==> config.mk <==
export PLATFORM = sky130hd
export DESIGN_NAME = ovp_seq_top
export DESIGN_NICKNAME = d
export VERILOG_FILES = /design/src/rtl/ovp_seq_pkg.sv /design/src/rtl/ovp_sync_chain.sv /design/src/rtl/ovp_interval_timer.sv /design/src/rtl/ovp_seq_fsm.sv /design/src/rtl/ovp_seq_top.sv
export SDC_FILE = /design/constraint.sdc
export NUM_CORES = 1
export LEC_CHECK = 0
export ABC_CLOCK_PERIOD_IN_PS = 2800
export BUFFER_PORTS_ARGS = -buffer_cell sky130_fd_sc_hd__buf_4
export CORE_MARGIN = 3
export CORE_UTILIZATION = 50
export CTS_CLUSTER_SIZE = 8
export DETAILED_ROUTE_END_ITERATION = 12
export PLACE_DENSITY = 0.71
export SYNTH_ARGS = -nofsm -noshare
export SYNTH_HDL_FRONTEND = slang
export SYNTH_HIERARCHICAL = 1
export SYNTH_SLANG_ARGS = --single-unit
==> constraint.sdc <==
create_clock -name clk -period 2.8 [get_ports clk]
set_clock_uncertainty 0.15 [all_clocks]
set_input_delay 0.14 -clock clk [delete_from_list [all_inputs] [get_ports clk]]
set_output_delay 0.14 -clock clk [all_outputs]
set_load 0.02 [all_outputs]
==> src/rtl/ovp_seq_pkg.sv <==
package ovp_seq_pkg;
  typedef enum logic [1:0] {
    ST_IDLE  = 2'd0,
    ST_WAIT  = 2'd1,
    ST_BLANK = 2'd2,
    ST_RUN   = 2'd3
  } seq_state_t;
endpackage

==> src/rtl/ovp_sync_chain.sv <==
module ovp_sync_chain #(
  parameter int W      = 2,
  parameter int STAGES = 2
) (
  input  logic         clk,
  input  logic         rst,
  input  logic [W-1:0] d,
  output logic [W-1:0] q
);
  logic [W-1:0] stg [STAGES];

  generate
    for (genvar g = 0; g < STAGES; g++) begin : g_stage
      if (g == 0) begin : g_first
        always_ff @(posedge clk) begin
          if (rst) stg[0] <= '0;
          else     stg[0] <= d;
        end
      end else begin : g_next
        always_ff @(posedge clk) begin
          if (rst) stg[g] <= '0;
          else     stg[g] <= stg[g-1];
        end
      end
    end
  endgenerate

  assign q = stg[STAGES-1];
endmodule

==> src/rtl/ovp_interval_timer.sv <==
module ovp_interval_timer #(
  parameter int MAXL = 50,
  localparam int CW  = $clog2(MAXL + 1)
) (
  input  logic          clk,
  input  logic          rst,
  input  logic          run,
  input  logic          adv,
  input  logic [CW-1:0] last,
  output logic          expire
);
  logic [CW-1:0] cnt_q;

  assign expire = run && adv && (cnt_q == last);

  always_ff @(posedge clk) begin
    if (rst || !run || expire) cnt_q <= '0;
    else if (adv)              cnt_q <= cnt_q + 1'b1;
  end

  // no tick, no movement of the count while running
  assert_tick_hold_R11: assert property (@(posedge clk) disable iff (rst)
    (run && !adv) |=> $stable(cnt_q));
  // count is zero after any cycle that was not running
  assert_clear_R10: assert property (@(posedge clk) disable iff (rst)
    (!run) |=> (cnt_q == '0));
  assert_bound_R4: assert property (@(posedge clk) disable iff (rst)
    cnt_q < CW'(MAXL));
endmodule

==> src/rtl/ovp_seq_fsm.sv <==
module ovp_seq_fsm
  import ovp_seq_pkg::*;
(
  input  logic       clk,
  input  logic       rst,
  input  logic       uv_ok,
  input  logic       ov_hit,
  input  logic       expire,
  output logic       run,
  output logic       sel_blank,
  output logic       gate_en,
  output logic       fault_flag,
  output logic [1:0] state_o
);
  seq_state_t state_q, nxt;
  logic       valid;

  assign valid = uv_ok && !ov_hit;

  always_comb begin
    nxt = state_q;
    if (ov_hit)      nxt = ST_IDLE;
    else if (!uv_ok) nxt = ST_IDLE;
    else begin
      case (state_q)
        ST_IDLE:  nxt = ST_WAIT;
        ST_WAIT:  if (expire) nxt = ST_BLANK;
        ST_BLANK: if (expire) nxt = ST_RUN;
        default:  nxt = ST_RUN;
      endcase
    end
  end

  assign run       = valid && (state_q == ST_WAIT || state_q == ST_BLANK);
  assign sel_blank = (state_q == ST_BLANK);

  always_ff @(posedge clk) begin
    if (rst) begin
      state_q    <= ST_IDLE;
      gate_en    <= 1'b0;
      fault_flag <= 1'b1;
    end else begin
      state_q    <= nxt;
      gate_en    <= (nxt == ST_BLANK) || (nxt == ST_RUN);
      fault_flag <= (nxt != ST_RUN);
    end
  end

  assign state_o = state_q;

  assert_ov_drop_R7: assert property (@(posedge clk) disable iff (rst)
    ov_hit |=> (state_q == ST_IDLE && !gate_en && fault_flag));
  assert_uv_drop_R8: assert property (@(posedge clk) disable iff (rst)
    !uv_ok |=> (state_q == ST_IDLE && !gate_en && fault_flag));
  assert_idle_step_R3: assert property (@(posedge clk) disable iff (rst)
    (state_q == ST_IDLE && valid) |=> (state_q == ST_WAIT));
  assert_wait_gate_off_R4: assert property (@(posedge clk) disable iff (rst)
    (state_q == ST_WAIT) |-> (!gate_en && fault_flag));
  assert_blank_flag_R5: assert property (@(posedge clk) disable iff (rst)
    (state_q == ST_BLANK) |-> (gate_en && fault_flag));
  assert_run_out_R6: assert property (@(posedge clk) disable iff (rst)
    (state_q == ST_RUN) |-> (gate_en && !fault_flag));
  assert_flag_gate_R13: assert property (@(posedge clk) disable iff (rst)
    !fault_flag |-> gate_en);
endmodule

==> src/rtl/ovp_seq_top.sv <==
module ovp_seq_top #(
  parameter int DELAY_TICKS = 50,
  parameter int BLANK_TICKS = 50,
  parameter int SYNC_STAGES = 2
) (
  input  logic       clk,
  input  logic       rst,
  input  logic       tick,
  input  logic       above_uv,
  input  logic       above_ov,
  output logic       gate_en,
  output logic       fault_flag,
  output logic [1:0] state_o
);
  localparam int MAXL = (DELAY_TICKS > BLANK_TICKS) ? DELAY_TICKS : BLANK_TICKS;
  localparam int CW   = $clog2(MAXL + 1);
  localparam logic [CW-1:0] WAIT_LAST  = CW'(DELAY_TICKS - 1);
  localparam logic [CW-1:0] BLANK_LAST = CW'(BLANK_TICKS - 1);

  logic [1:0]    cmp_s;
  logic          run, sel_blank, expire;
  logic [CW-1:0] last;

  ovp_sync_chain #(.W(2), .STAGES(SYNC_STAGES)) u_sync (
    .clk (clk),
    .rst (rst),
    .d   ({above_ov, above_uv}),
    .q   (cmp_s)
  );

  assign last = sel_blank ? BLANK_LAST : WAIT_LAST;

  ovp_interval_timer #(.MAXL(MAXL)) u_timer (
    .clk    (clk),
    .rst    (rst),
    .run    (run),
    .adv    (tick),
    .last   (last),
    .expire (expire)
  );

  ovp_seq_fsm u_fsm (
    .clk        (clk),
    .rst        (rst),
    .uv_ok      (cmp_s[0]),
    .ov_hit     (cmp_s[1]),
    .expire     (expire),
    .run        (run),
    .sel_blank  (sel_blank),
    .gate_en    (gate_en),
    .fault_flag (fault_flag),
    .state_o    (state_o)
  );
endmodule

==> Word level (Yosys, flattened, before mapping) <==
Memory sizes are Yosys's and may differ from the RTL's.
Index checks and enable logic that the tools add are counted.
{ "totals": {"regBits": 10, "ramBits": 4, "inputBits": 5, "out_inout_bits": 4, "word_cells": 35, "memories": 1} }
{ "op_classes": {"addsub": 1, "eq_ne": 6, "muxes": 10, "bitwise": 2, "reduce_logical": 11} }
{ "mem_list": {"columns": ["name", "words", "width", "rd", "rd_ports_with_merged_regs", "write_ports", "line_no", "source"], "rows": [
  ["u_sync.stg", 2, 2, 2, 0, 2, "ovp_sync_chain.sv:10", "logic [W-1:0] stg [STAGES];"]
]} }
{ "op_table": {"columns": ["op", "count"], "rows": [
  ["$mux 2", 6],
  ["$add 6x1->6 const B", 1],
  ["$eq 2x2->1 const B", 3],
  ["$eq 6x6->1 const B", 1],
  ["$pmux 2 s3", 1],
  ["$logic_and 1x1->1", 4],
  ["$logic_or 1x1->1", 4],
  ["$mux 1", 3],
  ["$eq 2x1->1 const B", 1],
  ["$logic_not 1->1", 2],
  ["$logic_not 2->1", 1],
  ["$ne 2x2->1 const B", 1],
  ["$or 1x1->1", 2]
]} }

==> Logic depth before layout (Yosys ltp) <==
Gate-level depths: netlist (run 1).
An unclocked memory read counts as a cell.
{ "depth": {"depth_word": 12, "mapped_depth": 8, "depth_no_buf": 8} }

==> Modules after synthesis <==
The synthesis (run 1) kept the hierarchy.
{ "by_module_without_submodules": {"columns": ["mod", "instances", "cells_per_inst", "area_each_um2", "seq_area_each_um2"], "rows": [
  ["ovp_interval_timer", 1, 37, 375.4, 120.1],
  ["ovp_seq_fsm", 1, 18, 200.2, 80.1],
  ["ovp_sync_chain", 1, 8, 105.1, 80.1],
  ["ovp_seq_top", 1, 2, 7.5, 0.0]
]} }

==> Worst setup path after synthesis (run 1) <==
Ideal clock, no wire load.
{ "synth_path": {"path_type": "reg-to-reg", "from": "register u_fsm.state_q[0] (netlist: u_fsm/state_o[0])", "to": "register u_fsm.fault_flag", "setup_time_ps": 140, "arrival_ps": 2071, "t_required_ps": 2510, "slack_ps": 439, "path_stages_with_launch": 9, "path_buffers": 0, "synth_period_minus_slack_ps": 2361, "cell_sequence": "dfxtp_1 inv_1 ha_1 nor3b_1 nand2_1 nor4_4 and2_1 mux2i_1 o221ai_1"} }
{ "synth_via": {"elab_chain_cells": 10, "word_cells_on_any_way": 13, "classes_between": "eq/ne: 3; mux: 5; reduce/logical: 5"} }
{ "synth_rtl": {"columns": ["item", "line_no", "source"], "rows": [
  ["from (decl)", "ovp_seq_fsm.sv:15", "seq_state_t state_q, nxt;"],
  ["from (signal assigned)", "ovp_seq_fsm.sv:43", "state_q <= nxt;"],
  ["$eq 2x1->1 or $eq 2x2->1 (tied branches)", "ovp_seq_fsm.sv:34", "assign run = valid && (state_q == ST_WAIT || state_q == ST_BLANK);"],
  ["$logic_or 1x1->1 *", "ovp_seq_fsm.sv:34", null],
  ["$logic_and 1x1->1 *", "ovp_seq_fsm.sv:34", null],
  ["via run", "ovp_seq_top.sv:21", "logic run, sel_blank, expire;"],
  ["$logic_and 1x1->1 * (2 in series)", "ovp_interval_timer.sv:14", "assign expire = run && adv && (cnt_q == last);"],
  ["via expire", "ovp_seq_top.sv:21", null],
  ["$mux 2 (on tied branches)", "ovp_seq_fsm.sv:28, ovp_seq_fsm.sv:27", null],
  ["$pmux 2 s3 *", "ovp_seq_fsm.sv:25", "case (state_q)"],
  ["$mux 2 *", "ovp_seq_fsm.sv:23", "else if (!uv_ok) nxt = ST_IDLE;"],
  ["$mux 2 *", "ovp_seq_fsm.sv:22", "if (ov_hit) nxt = ST_IDLE;"],
  ["$ne 2x2->1 *", "ovp_seq_fsm.sv:45", "fault_flag <= (nxt != ST_RUN);"],
  ["to (signal assigned)", "ovp_seq_fsm.sv:45", null],
  ["to (decl)", "ovp_seq_fsm.sv:12", "output logic fault_flag,"]
]} }
Mark *: on every way through the listed nets, which the timed path passes. The rest lies on a longest branch.
A chain may end at the register's enable or synchronous reset.

==> Worst setup path in the final report (run 1) <==
Same ends and word-level chain as after synthesis.

==> results of run 1 <==
## metal layers
metal | vias up | track usage (%)
met5 | - | 0
met4 | 0 | 10.8
met3 | 5 | 6.36
met2 | 10 | 22.4
met1 | 230 | 17.9
li1 | 265 | -
## stage by stage
step / util, % / cells / total power [mW]
floorplan: - / 69 / 0.222
global placement: 65.6 / 92 / 0.229
detailed placement: 65.6 / 92 / 0.229
CTS: 71.1 / 99 / 0.377
global route: 71.1 / 99 / 0.390
finish: 71.1 / 99 / 0.373
## what timing repair did
item	4_1_cts	5_1_grt
hold buffers	3	0
gates resized for setup	0	0
endpoints found under the hold margin	5	0
setup buffers	0	0
## kinds of logic after synthesis
group / after synthesis
other: 2
multiplexers: 2
AND/OR/NAND/NOR: 18
adder cells (fa/ha/maj): 4
flip-flops: 14
buffers and inverters: 3
XOR/XNOR: 10
AO/OA/AOI/OAI: 12
## area by class of cell
| class | instances | area, um2 |
|---|---|---|
| clock buffers | 4 | 36.3 |
| repair buffers | 13 | 105 |
| fillers | 99 | 347 |
| well taps | 14 | 17.5 |
| inverters | 2 | 7.51 |
| multi-input cells | 52 | 408 |
| flip-flops and latches | 14 | 280 |
## cell usage after synthesis, types with 2 or more instances
cell	number	share of area [%]
dfxtp_1	14	41
xor2_1	9	11
a211oi_1	5	5.5
ha_1	4	7.3
nor2b_1	4	3.6
o21a_1	4	4.4
conb_1	2	1.1
inv_1	2	1.1
mux2i_1	2	2.9
nand2_1	2	1.1
nand3_1	2	1.5
nand4_1	2	1.8
## worst reg2reg max path: stages, from the launching register on
cell and delay, ps:
dfxtp_1 420, inv_1 60, ha_1 280, nor3b_1 270, nand2_1 130, nor4_4 230, and2_1 190, mux2i_1 240
o221ai_1 130
## worst max-delay path by stage
stage,startpoint,endpoint,cells after the start
final,u_fsm/state_o[0]$_SDFF_PP0_,u_fsm/fault_flag$_SDFF_PP1_,8
after global routing,u_fsm/state_o[0]$_SDFF_PP0_,u_fsm/fault_flag$_SDFF_PP1_,8
after CTS,u_fsm/state_o[0]$_SDFF_PP0_,u_fsm/fault_flag$_SDFF_PP1_,8
after detailed placement,u_fsm/state_o[0]$_SDFF_PP0_,u_fsm/fault_flag$_SDFF_PP1_,8
after global placement,u_fsm/state_o[0]$_SDFF_PP0_,u_fsm/fault_flag$_SDFF_PP1_,8
after floorplan,u_fsm/state_o[0]$_SDFF_PP0_,u_fsm/fault_flag$_SDFF_PP1_,8
## state kept, by name, indices dropped and copies added, names as in the netlist
name	flops
u_fsm/fault_flag	1
u_fsm/gate_en	1
u_fsm/state_o	2
u_sync/stg	4
u_timer/cnt_q	6
## power groups by stage
stage	Clock, mW	Combinational (mW)	Sequential [mW]
finish	0.144	0.0249	0.203
global route	0.158	0.0279	0.204
CTS	0.149	0.0246	0.203
detailed placement	0	0.0213	0.208
global placement	0	0.0210	0.208
floorplan	0	0.0139	0.208
## layout by cell type, fill, tap and decap left out, drive strengths merged
cell / netlist / final
o21ai: 1 / 1
dfxtp: 14 / 14
nor4: 1 / 1
clkbuf: 0 / 4
and2: 1 / 1
ha: 4 / 4
conb: 2 / 6
nor3: 1 / 1
or3: 1 / 1
inv: 2 / 2
xor2: 9 / 9
o21a: 4 / 4
nand2: 2 / 2
dlygate4sd3: 0 / 3
o221ai: 1 / 1
nand4: 2 / 2
or2: 1 / 1
mux2i: 2 / 2
buf: 1 / 10
nand2b: 1 / 1
nor3b: 2 / 2
nor2b: 4 / 4
nand3: 2 / 2
xnor2: 1 / 1
a211oi: 5 / 5
a221oi: 1 / 1
==> impl_metrics.toml, run 1 <==
[floorplan]
core_area_mm2 = 0.00120
ios = 9
rows = 12
start_util_pct = 57.3
die_area_mm2 = 0.00186
die_w_um = 43.1
fp.dieH_um = 43.1

[power]
leakagePower_nw = 0.348
p_sw_uw = 78.4
ir_drop_mv = 0.348
power_frac_clock_pct = 38.8
seqPwrFrac_pct = 54.6
p_per_area_mw_per_mm2 = 436
combPwrFrac_pct = 6.7
swShare_pct = 21.0
p_int_uw = 294

[clock_tree]
cts_buffers = 3
clk_pin_slew_ps = 80
ctsHtreeMaxLevel = 1
clock-root-buffer = "clkbuf_4"
clockBufferDepth = 2
cts_tree = "built"
clk_latency_ps = 280
clock_sinks = 14

[synthesis]
async_reset_ff_share_pct = 0
ys_seq_area_share_pct = 40.7
yosys-mux-area-fraction_pct = 2.91
synth_top_family_by_area = "simple AND/OR/NAND/NOR gates"
ys_warn_count = 6
synth_fa_ha_area_share_pct = 7.27
synth_top_flop_cell = "dfxtp_1"
ys_seq_elements = 14
netlist_area_um2 = 688
syn_inst = 65
synth_edf_count = 0
synth-simple-area-share_pct = 19.1
synth_compound_area_share_pct = 14.0
syn_avg_cell_area_um2 = 10.6
synth.distinct_cells = 25
synth-xor-area-share_pct = 12.7

[run]
drv_cap = 0

[timing]
finalSetupViolCount = 0
rsz0062_at_grt = "false"
period_minus_slack_ps = 2240
tns_ps = 0
max_freq_ghz = 0.447
timing.hold.ws_ps = 39.9
maxSlewViolCount = 0
hold_viol = 0
period_share_pct = 79.9
fin_ws_ps = 563

[critical_path]
crit_fanout = 5
r2r_start = "u_fsm/state_o[0]$_SDFF_PP0_"
crit_path_top_delay_cell = "dfxtp_1"
crit_path_start_kind = "flip-flop"
crit_type = "flip-flop to flip-flop"
required_ps = 2800
reg2reg_slack_ps = 560
worst-path-buf-inv = 1
cp_cell_sequence = "inv_1, ha_1, nor3b_1, nand2_1, nor4_4, and2_1, mux2i_1, o221ai_1"
worstSetupEndpointType = "flip-flop"
rr_worst_depth = 8
cpPeakStageDelay_ps = 420
worst-endpoint-arrival_ps = 2240
path_delay_family = "simple AND/OR/NAND/NOR gates"
worstReg2RegEnd = "u_fsm/fault_flag$_SDFF_PP1_"

[finish]
final_nets = 95
stdcell_area_um2 = 855
drive_gt1_share_pct = 21.2
area_growth_pct = 24.2
num_antenna_cells = 0

[global_route]
grt_pass1_wl_um = 2060
grt_max_degree = 9
overflow = 0
grt_use_total_pct = 15.4
grt_antenna_before_repair = 0
grt_pass1_vias = 486

[detailed_routing]
drt-total-wl_um = 1150
drtIter0Drc = 1
drt_pass1_iterations = 2
vias = 510
routed.top_layer = "met4"
route.met3.wl_um = 66
wire_per_inst_um = 11.6
vias_per_cell = 5.15
ant_nets = 0
met1_length_um = 522
drcViolationCount = 0
dr_wl_met2_um = 522

[placed_design]
gp_congestion = 0.721
portBuffers = 8
dpl_cell_area_um2 = 788
dp_worst_setup_slack_ps = 547
hpwl_um = 859

[worst_hold_path]
hp-start = "tick"
hold_end = "u_timer/cnt_q[0]$_SDFFE_PP0P_"
min_path_cells = 3
hp-class = "input port to flip-flop"

[status]
status = "complete, no violations"
Note: power is estimated with default switching activity, not from simulation.
==> inputs of run 2 (changes only) <==
ABC_CLOCK_PERIOD_IN_PS = 2200   (was 2800)
clock period = 2.2 ns   (was 2.8 ns; I/O delays follow)
==> run 2 against run 1 <==
Net effect: non-clock buffer count did not move; via count is 2.5% higher; global-route usage shrank 0.78 points; total power increased by 16%; worst setup slack got worse by 420 ps; combinational power is 31% higher; count of clock-buffer cells in the layout down 1; sequential share of layout area grew 0.44 points; critical path depth stayed put; sequential cell count stayed put; final cell count is 1.0% lower; largest cell class unchanged.
==> impl_metrics.toml, run 2 (same netlist as run 1, synthesis figures left out) <==
[detailed_routing]
ant_nets = 0
drt-total-wl_um = 1180
vias_per_cell = 5.34
vias = 523
wire_per_inst_um = 12.1
drtIter0Drc = 3
drt_pass1_iterations = 4
drcViolationCount = 0

[worst_hold_path]
hold_end = "u_timer/cnt_q[0]$_SDFFE_PP0P_"
hp-start = "tick"
hp-class = "input port to flip-flop"
min_path_cells = 3

[finish]
num_antenna_cells = 0
top_register = "u_timer/cnt_q"
final_nets = 95
layout_commonest_cell = "dfxtp_1"
drive_gt1_share_pct = 25.0
mostFrequentLayoutCells = "dfxtp_1 (12), buf_4 (10), xor2_1 (9)"
area_growth_pct = 23.6
largest_reg_flops = 6
stdcell_area_um2 = 851

[critical_path]
crit_path_start_kind = "flip-flop"
cpPeakStageDelay_ps = 370
crit_fanout = 5
cp_cell_sequence = "inv_1, ha_1, nor3b_2, nand2_1, nor4_4, and2_4, mux2i_1, o221ai_1"
path_delay_family = "simple AND/OR/NAND/NOR gates"
worstSetupEndpointType = "flip-flop"
crit_path_top_delay_cell = "dfxtp_2"
worst-path-buf-inv = 1
worstReg2RegEnd = "u_fsm/fault_flag$_SDFF_PP1_"
worst-endpoint-arrival_ps = 2040
reg2reg_slack_ps = 150
required_ps = 2190
rr_worst_depth = 8
crit_type = "flip-flop to flip-flop"
r2r_start = "u_fsm/state_o[0]$_SDFF_PP0_"

[power]
combPwrFrac_pct = 7.5
p_int_uw = 338
p_sw_uw = 93.3
p_per_area_mw_per_mm2 = 506
swShare_pct = 21.7
seqPwrFrac_pct = 60.1
finalPower_uw = 431
leakagePower_nw = 0.344
power_frac_clock_pct = 32.4
ir_drop_mv = 0.394

[clock_tree]
cts_buffers = 3
ctsHtreeMaxLevel = 1
clock-root-buffer = "clkbuf_4"
clock_sinks = 14
clk_latency_ps = 270
clockBufferDepth = 2
cts_tree = "built"
clk_pin_slew_ps = 80

[floorplan]
start_util_pct = 57.3
die_area_mm2 = 0.00186
ios = 9
fp.dieH_um = 43.1
core_area_mm2 = 0.00120
rows = 12
die_w_um = 43.1

[placed_design]
gp_congestion = 0.747
dpl_cell_area_um2 = 791
portBuffers = 8
dp_worst_setup_slack_ps = 69.2
hpwl_um = 872

[timing]
maxSlewViolCount = 0
fin_ws_ps = 147
hold_viol = 0
period_share_pct = 93.3
tns_ps = 0
max_freq_ghz = 0.487
finalSetupViolCount = 0
timing.hold.ws_ps = 20.0
period_minus_slack_ps = 2050

[global_route]
grt_antenna_before_repair = 0
grt_use_total_pct = 14.6
grt_pass1_vias = 487
overflow = 0
grt_pass1_wl_um = 2030
grt_max_degree = 8

[run]
drv_cap = 0

[status]
status = "complete, no violations"
[run 2: through the flow]
step / util (%) / cells
floorplan: - / 69
CTS: 70.2 / 98
global placement: 65.8 / 92
detailed placement: 65.8 / 92
global route: 70.8 / 98
finish: 70.8 / 98
[run 2: what timing repair did]
item                                    4_1_cts  5_1_grt
endpoints found under the hold margin         7        0
gates resized for setup                       0        2
endpoints found under the setup margin        0        1
hold buffers                                  3        0
buffers inserted                              0        0
[run 2: worst max-delay path by stage]
stage | startpoint | slack (ps) | end | depth (start not counted)
6_report | u_fsm/state_o[0]$_SDFF_PP0_ | 150 | u_fsm/fault_flag$_SDFF_PP1_ | 8
5_1_grt | u_fsm/state_o[0]$_SDFF_PP0_ | -8 | u_fsm/fault_flag$_SDFF_PP1_ | 8
4_1_cts | u_fsm/state_o[0]$_SDFF_PP0_ | 60 | u_fsm/fault_flag$_SDFF_PP1_ | 8
3_5_place_dp | u_fsm/state_o[0]$_SDFF_PP0_ | 70 | u_fsm/fault_flag$_SDFF_PP1_ | 8
3_3_place_gp | u_fsm/state_o[0]$_SDFF_PP0_ | 90 | u_fsm/fault_flag$_SDFF_PP1_ | 8
2_1_floorplan | u_fsm/state_o[0]$_SDFF_PP0_ | 10 | u_fsm/fault_flag$_SDFF_PP1_ | 8
[run 2: power groups by stage]
| stage | clock network, mW | logic [mW] | registers [mW] |
|---|---|---|---|
| after floorplan | 0 | 0.0177 | 0.265 |
| after global routing | 0.157 | 0.0362 | 0.259 |
| after CTS | 0.142 | 0.0318 | 0.259 |
| after global placement | 0 | 0.0268 | 0.265 |
| final | 0.139 | 0.0325 | 0.259 |
| after detailed placement | 0 | 0.0275 | 0.265 |
[run 2: final cells by class]
| cell class | count | area [um2] |
|---|---|---|
| timing repair buffer | 13 | 105 |
| fill | 105 | 350 |
| clock buffer | 3 | 22.5 |
| tap | 14 | 17.5 |
| inverter | 2 | 7.51 |
| sequential | 14 | 283 |
| multi-input combinational | 52 | 415 |
[run 2: tightest hold or removal path: stages]
cell and delay, ps:
buf_4 130, xnor2_1 120, a211oi_1 40
[run 2: routing by layer]
| layer | GRT usage, % | vias up | part of all wire [%] |
|---|---|---|---|
| li1 | - | 263 | - |
| met1 | 17.4 | 242 | 45 |
| met2 | 23.0 | 14 | 46 |
| met3 | 5.08 | 4 | 6.7 |
| met4 | 7.23 | 0 | 1.9 |
| met5 | 0 | - | 0 |
